`src/rtl/dma_pkg.sv`:
```
package dma_pkg;

  typedef enum logic [1:0] {
    ST_IDLE   = 2'd0,
    ST_FIRST  = 2'd1,
    ST_SECOND = 2'd2,
    ST_GAP    = 2'd3
  } dmaState_e;

  // strobes from control to datapath
  typedef struct packed {
    logic acceptWr;     // register file may be written
    logic capture;      // latch read data of the first access
    logic advance;      // byte finished: step address and count
    logic phaseSecond;  // bus phase selector
  } dmaStrobe_t;

  localparam logic [1:0] SEL_ADDR  = 2'd0;
  localparam logic [1:0] SEL_COUNT = 2'd1;
  localparam logic [1:0] SEL_DEV   = 2'd2;
  localparam logic [1:0] SEL_CTRL  = 2'd3;

endpackage

```
`src/rtl/dma_datapath.sv`:
```
module dma_datapath
  import dma_pkg::*;
#(
  parameter int ADDR_W = 16,
  parameter int CNT_W  = 16,
  parameter int DEV_W  = 8,
  parameter int REG_W  = 16
) (
  input  logic              clk,
  input  logic              rstN,
  input  dmaStrobe_t        stb,
  input  logic              regWrEn,
  input  logic [1:0]        regSel,
  input  logic [REG_W-1:0]  regWrData,
  input  logic [7:0]        busRData,
  output logic              cntZero,
  output logic              irqEn,
  output logic [ADDR_W-1:0] busAddr,
  output logic              busIo,
  output logic              busWr,
  output logic [7:0]        busWData
);

  localparam int PAD_W = ADDR_W - DEV_W;

  logic [ADDR_W-1:0] addrQ;
  logic [CNT_W-1:0]  cntQ;
  logic [DEV_W-1:0]  devQ;
  logic              toDevQ;
  logic              ienQ;
  logic [7:0]        holdQ;

  always_ff @(posedge clk) begin
    if (!rstN) begin
      addrQ  <= '0;
      cntQ   <= '0;
      devQ   <= '0;
      toDevQ <= 1'b0;
      ienQ   <= 1'b0;
      holdQ  <= '0;
    end else begin
      if (stb.acceptWr && regWrEn) begin
        case (regSel)
          SEL_ADDR:  addrQ <= regWrData[ADDR_W-1:0];
          SEL_COUNT: cntQ  <= regWrData[CNT_W-1:0];
          SEL_DEV:   devQ  <= regWrData[DEV_W-1:0];
          default: begin
            toDevQ <= regWrData[0];
            ienQ   <= regWrData[1];
          end
        endcase
      end
      if (stb.capture) holdQ <= busRData;
      if (stb.advance) begin
        addrQ <= addrQ + 1'b1;
        cntQ  <= cntQ - 1'b1;
      end
    end
  end

  // memory-to-device: mem read, then io write; device-to-memory: io read, then mem write
  assign busIo    = ~(toDevQ ^ stb.phaseSecond);
  assign busWr    = stb.phaseSecond;
  assign busAddr  = busIo ? {{PAD_W{1'b0}}, devQ} : addrQ;
  assign busWData = holdQ;
  assign cntZero  = (cntQ == '0);
  assign irqEn    = ienQ;


  step_chk: assert property (@(posedge clk) disable iff (!rstN)
    stb.advance |=> (cntQ == $past(cntQ) - 1'b1) && (addrQ == $past(addrQ) + 1'b1));


  frozen_chk: assert property (@(posedge clk) disable iff (!rstN)
    (!stb.acceptWr && !stb.advance) |=> $stable(addrQ) && $stable(cntQ) && $stable(devQ) && $stable(toDevQ));

endmodule

```
`src/rtl/dma_control.sv`:
```
module dma_control
  import dma_pkg::*;
(
  input  logic       clk,
  input  logic       rstN,
  input  logic       regWrEn,
  input  logic [1:0] regSel,
  input  logic       busGrant,
  input  logic       cntZero,
  output dmaStrobe_t stb,
  output logic       busReq,
  output logic       busy,
  output logic       done
);

  dmaState_e stateQ, stateD;
  logic      doneQ, doneD;
  logic      startWr;

  assign startWr = regWrEn && (regSel == SEL_CTRL) && (stateQ == ST_IDLE);

  always_comb begin
    stateD = stateQ;
    doneD  = doneQ;
    case (stateQ)
      ST_IDLE: if (startWr) begin
        doneD = cntZero;
        if (!cntZero) stateD = ST_FIRST;
      end
      ST_FIRST:  if (busGrant) stateD = ST_SECOND;
      ST_SECOND: if (busGrant) stateD = ST_GAP;
      default: begin
        if (cntZero) begin
          stateD = ST_IDLE;
          doneD  = 1'b1;
        end else begin
          stateD = ST_FIRST;
        end
      end
    endcase
  end

  always_ff @(posedge clk) begin
    if (!rstN) begin
      stateQ <= ST_IDLE;
      doneQ  <= 1'b0;
    end else begin
      stateQ <= stateD;
      doneQ  <= doneD;
    end
  end

  assign stb.acceptWr    = (stateQ == ST_IDLE);
  assign stb.capture     = (stateQ == ST_FIRST) && busGrant;
  assign stb.advance     = (stateQ == ST_SECOND) && busGrant;
  assign stb.phaseSecond = (stateQ == ST_SECOND);
  assign busReq = (stateQ == ST_FIRST) || (stateQ == ST_SECOND);
  assign busy   = (stateQ != ST_IDLE);
  assign done   = doneQ;


  release_chk: assert property (@(posedge clk) disable iff (!rstN)
    stb.advance |=> !busReq);


  zero_start_chk: assert property (@(posedge clk) disable iff (!rstN)
    (startWr && cntZero) |=> done && !busReq && !busy);


  done_idle_chk: assert property (@(posedge clk) disable iff (!rstN)
    done |-> !busReq && !busy);

endmodule

```
`src/rtl/dma_byte_engine.sv`:
```
module dma_byte_engine
  import dma_pkg::*;
#(
  parameter int ADDR_W = 16,
  parameter int CNT_W  = 16,
  parameter int DEV_W  = 8,
  parameter int REG_W  = (ADDR_W > CNT_W) ? ADDR_W : CNT_W
) (
  input  logic              clk,
  input  logic              rstN,
  input  logic              regWrEn,
  input  logic [1:0]        regSel,
  input  logic [REG_W-1:0]  regWrData,
  output logic              busy,
  output logic              done,
  output logic              irq,
  output logic              busReq,
  input  logic              busGrant,
  output logic [ADDR_W-1:0] busAddr,
  output logic              busIo,
  output logic              busWr,
  output logic [7:0]        busWData,
  input  logic [7:0]        busRData
);

  dmaStrobe_t stb;
  logic       cntZero;
  logic       irqEn;

  dma_control u_ctrl (
    .clk(clk), .rstN(rstN), .regWrEn(regWrEn), .regSel(regSel),
    .busGrant(busGrant), .cntZero(cntZero), .stb(stb),
    .busReq(busReq), .busy(busy), .done(done)
  );

  dma_datapath #(.ADDR_W(ADDR_W), .CNT_W(CNT_W), .DEV_W(DEV_W), .REG_W(REG_W)) u_dp (
    .clk(clk), .rstN(rstN), .stb(stb), .regWrEn(regWrEn), .regSel(regSel),
    .regWrData(regWrData), .busRData(busRData), .cntZero(cntZero), .irqEn(irqEn),
    .busAddr(busAddr), .busIo(busIo), .busWr(busWr), .busWData(busWData)
  );

  assign irq = done && irqEn;


  hold_chk: assert property (@(posedge clk) disable iff (!rstN)
    (busReq && !busGrant) |=> busReq && $stable(busAddr) && $stable(busIo) && $stable(busWr));


  irq_chk: assert property (@(posedge clk) disable iff (!rstN)
    $rose(irq) |-> $rose(done));

endmodule

```
`config.mk`:
```
export PLATFORM = sky130hd
export DESIGN_NAME = dma_byte_engine
export DESIGN_NICKNAME = d
export VERILOG_FILES = /design/src/rtl/dma_pkg.sv /design/src/rtl/dma_datapath.sv /design/src/rtl/dma_control.sv /design/src/rtl/dma_byte_engine.sv
export SDC_FILE = /design/constraint.sdc
export NUM_CORES = 1
export LEC_CHECK = 0
export BUFFER_PORTS_ARGS = -buffer_cell sky130_fd_sc_hd__buf_2
export CAP_MARGIN = 0
export CORE_ASPECT_RATIO = 0.8
export CORE_MARGIN = 3
export CORE_UTILIZATION = 40
export DETAILED_ROUTE_END_ITERATION = 6
export SLEW_MARGIN = 15
export SYNTH_ARGS = -nofsm -noshare
export SYNTH_HDL_FRONTEND = slang
export SYNTH_SLANG_ARGS = --single-unit
```
`constraint.sdc`:
```
create_clock -name clk -period 1.8 [get_ports clk]
set_input_delay 0.27 -clock clk [delete_from_list [all_inputs] [get_ports clk]]
set_output_delay 0.27 -clock clk [all_outputs]
set_load 0.05 [all_outputs]
```
==> results.py <==
metrics = {
    "floorplanning": {
        "num_rows": 26,
        "start_util_pct": 43.0,
        "dieHeight_um": 81.6,
        "fp.dieArea_um2": 8190,
        "die_width_um": 100,
        "ioPinCount": 60,
        "core_um2": 6640,
    },
    "drt": {
        "drt_iter0_drc": 125,
        "drc_errors": 0,
        "vias": 3147,
        "ant_nets": 0,
        "vias_per_cell": 5.65,
        "wl_per_cell_um": 16.7,
        "drtPass1Iterations": 5,
        "wirelength_um": 9310,
    },
    "worst_setup_path": {
        "worstSetupEndpointType": "output port",
        "worstRegToRegCells": 7,
        "start_kind": "flop",
        "r2r_end": "u_dp.cntQ[7]$_SDFFE_PN0P_",
        "crit_type": "reg -> out",
        "r2r_slack_ns": -0.03,
        "required_ns": 1.53,
        "crit_path_start": "u_ctrl.stateQ[0]$_SDFFE_PN0P_",
        "arrival_ns": 1.66,
        "r2r-start": "u_ctrl.stateQ[0]$_SDFFE_PN0P_",
        "crit_path_end": "busAddr[1]",
        "crit_path_max_fanout": 6,
    },
    "pwr": {
        "ir_drop_uv": 747,
        "p_leak_nw": 1.79,
        "power_per_cell_area_nw_per_um2": 873,
        "p_total_mw": 3.74,
    },
    "clocking": {
        "cts.sinks": 53,
        "clk_pin_slew_ns": 0.09,
        "cts_max_level": 2,
        "clkLatencyLatePin_ns": 0.30,
        "cts_buffers": 5,
        "postCtsHoldBufs": 0,
        "cts_tree": "done",
        "cts_root_buf": "clkbuf_8",
        "clockBufferDepth": 2,
    },
    "yosys": {
        "yosysSeqAreaShare_pct": 37.2,
        "ys_ff_latch": 53,
        "syn-cell-area_um2": 2860,
        "synth_warnings": 0,
        "synthCells": 372,
        "synth.avg_cell_area_um2": 7.68,
        "synth_edf_count": 0,
        "syn_nets": 409,
        "ys_types": 54,
        "synth_flop_cell": "dfxtp_1",
        "synthArstFlopShare_pct": 0,
    },
    "timing": {
        "fin_setup_tns_ns": -1.73,
        "layout_min_cycle_time_ns": 1.93,
        "clock.fmax_mhz": 517,
        "report.final.slew_viol_count": 0,
        "holdWs_ns": 0.212,
        "slew_headroom_pct": 47.2,
        "rsz0062_at_grt": "true",
        "final.setup.worst_slack_ns": -0.134,
        "finalHoldViolCount": 0,
        "min_period_over_period_pct": 107,
        "clock_skew_ns": 0.00699,
        "worst_slew_pin_slew_ns": 0.791,
        "setup_viol": 21,
    },
    "hold_path": {
        "holdPathStages": 3,
        "hold_class": "in -> reg",
    },
    "global_route": {
        "grt_overflow_total": 0,
        "grt_max_degree": 21,
        "grt_pass1_vias": 2853,
        "grt_usage_pct": 22.1,
        "grt_pass1_wl_um": 14400,
        "grt_antenna_before_repair": 0,
    },
    "flow_run": {
        "maxCapViolCount": 0,
    },
    "cells_and_area": {
        "drive_gt1_share_pct": 40.8,
        "num-fill-cells": 589,
        "layout.cells.non_filler": 557,
        "utilization_pct": 64.5,
        "fin_area_um2": 4280,
        "nets": 511,
        "area_growth_pct": 50.0,
        "num_antenna_cells": 0,
    },
    "placement": {
        "dp_slack_ns": -0.00113,
        "gp_congestion": 0.806,
        "portBuffers": 59,
        "dp_hpwl_um": 6600,
        "dp_cells": 538,
        "place_area_um2": 3650,
    },
    "outcome": {
        "violations": "setup timing",
        "status": "complete, but fails checks",
    },
}
-- critical path, stage by stage (launching register included) --
cell and delay [ns]:
dfxtp_2 0.34, inv_2 0.07, ha_4 0.16, xor2_4 0.24
buf_12 0.19, clkinv_8 0.09, nand2_4 0.07, nand2_4 0.04
buf_8 0.14
-- routing by layer --
layer	share of wire [%]	global-route usage [%]	up-vias
li1	-	-	1554
met1	47	31.4	1514
met2	49	36.1	71
met3	4.4	3.90	8
met4	0.46	2.83	0
met5	0	0	-
-- worst min-delay path by stage --
stage                                         end                           from
floorplan               u_dp.devQ[0]$_SDFFE_PN0P_                   regWrData[0]
global placement    u_dp.busWData[4]$_SDFFE_PN0P_  u_dp.busWData[4]$_SDFFE_PN0P_
detailed placement  u_dp.busWData[4]$_SDFFE_PN0P_  u_dp.busWData[4]$_SDFFE_PN0P_
CTS                 u_dp.busWData[4]$_SDFFE_PN0P_                    busRData[4]
global route        u_dp.busWData[4]$_SDFFE_PN0P_                    busRData[4]
finish              u_dp.busWData[4]$_SDFFE_PN0P_                    busRData[4]
-- state kept, by name, summed over array words and instances, names as in the netlist --
name,cells
u_ctrl.done,1
u_ctrl.stateQ,2
u_dp.addrQ,16
u_dp.busWData,8
u_dp.cntQ,16
u_dp.devQ,8
u_dp.irqEn,1
u_dp.toDevQ,1
-- report_power, final --
part | internal (mW) | total [mW] | switching [mW]
Combinational | 0.721 | 1.69 | 0.974
Sequential | 1.30 | 1.41 | 0.110
Clock | 0.258 | 0.637 | 0.380
-- timing repair --
| item | 4_1_cts | 5_1_grt |
|---|---|---|
| resized for setup | 84 | 34 |
| endpoints found under the setup margin | 20 | 47 |
| setup buffers | 8 | 7 |
| pin swaps | 4 | 20 |
| endpoints found under the hold margin | 0 | 0 |
| gates cloned | 3 | 0 |
-- cells by family after synthesis --
| family | Yosys count | share of synthesized area (%) |
|---|---|---|
| xor+xnor | 3 | 0.920 |
| mux | 7 | 2.54 |
| fa+ha+maj | 7 | 3.07 |
| compound gates | 98 | 21.6 |
| simple gates | 176 | 30.8 |
| buf+inv | 28 | 3.90 |
| flops | 53 | 37.2 |
-- layout by cell type (no fill, tap or decap), types with 6 or more instances in the layout --
master | netlist | routed
a31oi_1 | 7 | 7
buf_4 | 0 | 48
and2_4 | 0 | 9
nor3_1 | 13 | 10
nor2_1 | 28 | 26
nand3_1 | 17 | 16
o21ai_0 | 18 | 17
nand2_1 | 66 | 40
a211oi_1 | 10 | 9
a21oi_1 | 34 | 34
dfxtp_1 | 53 | 49
nand4_1 | 6 | 6
buf_2 | 5 | 42
buf_8 | 0 | 16
nand2_2 | 0 | 9
nand2_4 | 0 | 17
inv_1 | 7 | 6
-- cell usage after synthesis, types with 3 or more instances --
| master | n | area [um2] |
|---|---|---|
| inv_1 | 7 | 26.3 |
| nand3_1 | 17 | 85.1 |
| nand4_1 | 6 | 37.5 |
| nor2_1 | 28 | 105 |
| a31oi_1 | 7 | 43.8 |
| nor4b_1 | 3 | 26.3 |
| o211ai_1 | 5 | 37.5 |
| a22oi_1 | 4 | 30.0 |
| dfxtp_1 | 53 | 1060 |
| buf_2 | 5 | 25.0 |
| ha_1 | 7 | 87.6 |
| nor4_1 | 7 | 43.8 |
| a21oi_1 | 34 | 170 |
| and2_1 | 12 | 75.1 |
| clkbuf_1 | 15 | 56.3 |
| and3_1 | 5 | 31.3 |
| mux2i_1 | 5 | 50.1 |
| a311oi_1 | 4 | 35.0 |
| a211oi_1 | 10 | 75.1 |
| nand2_1 | 66 | 248 |
| nor3_1 | 13 | 65.1 |
| o21ai_0 | 18 | 90.1 |
-- cell type report --
class / count / area, um2 / share of cell area, %
multi-input cells: 291 / 2030 / 47.4
flip-flops and latches: 53 / 1070 / 25.0
repair buffers: 114 / 945 / 22.1
well taps: 84 / 105 / 2.45
clock buffers: 5 / 68.8 / 1.61
inverters: 8 / 42.5 / 0.994
repair inverters: 1 / 16.3 / 0.380
clock inverters: 1 / 5.00 / 0.117
No activity file was read; power rests on OpenSTA's default activity.
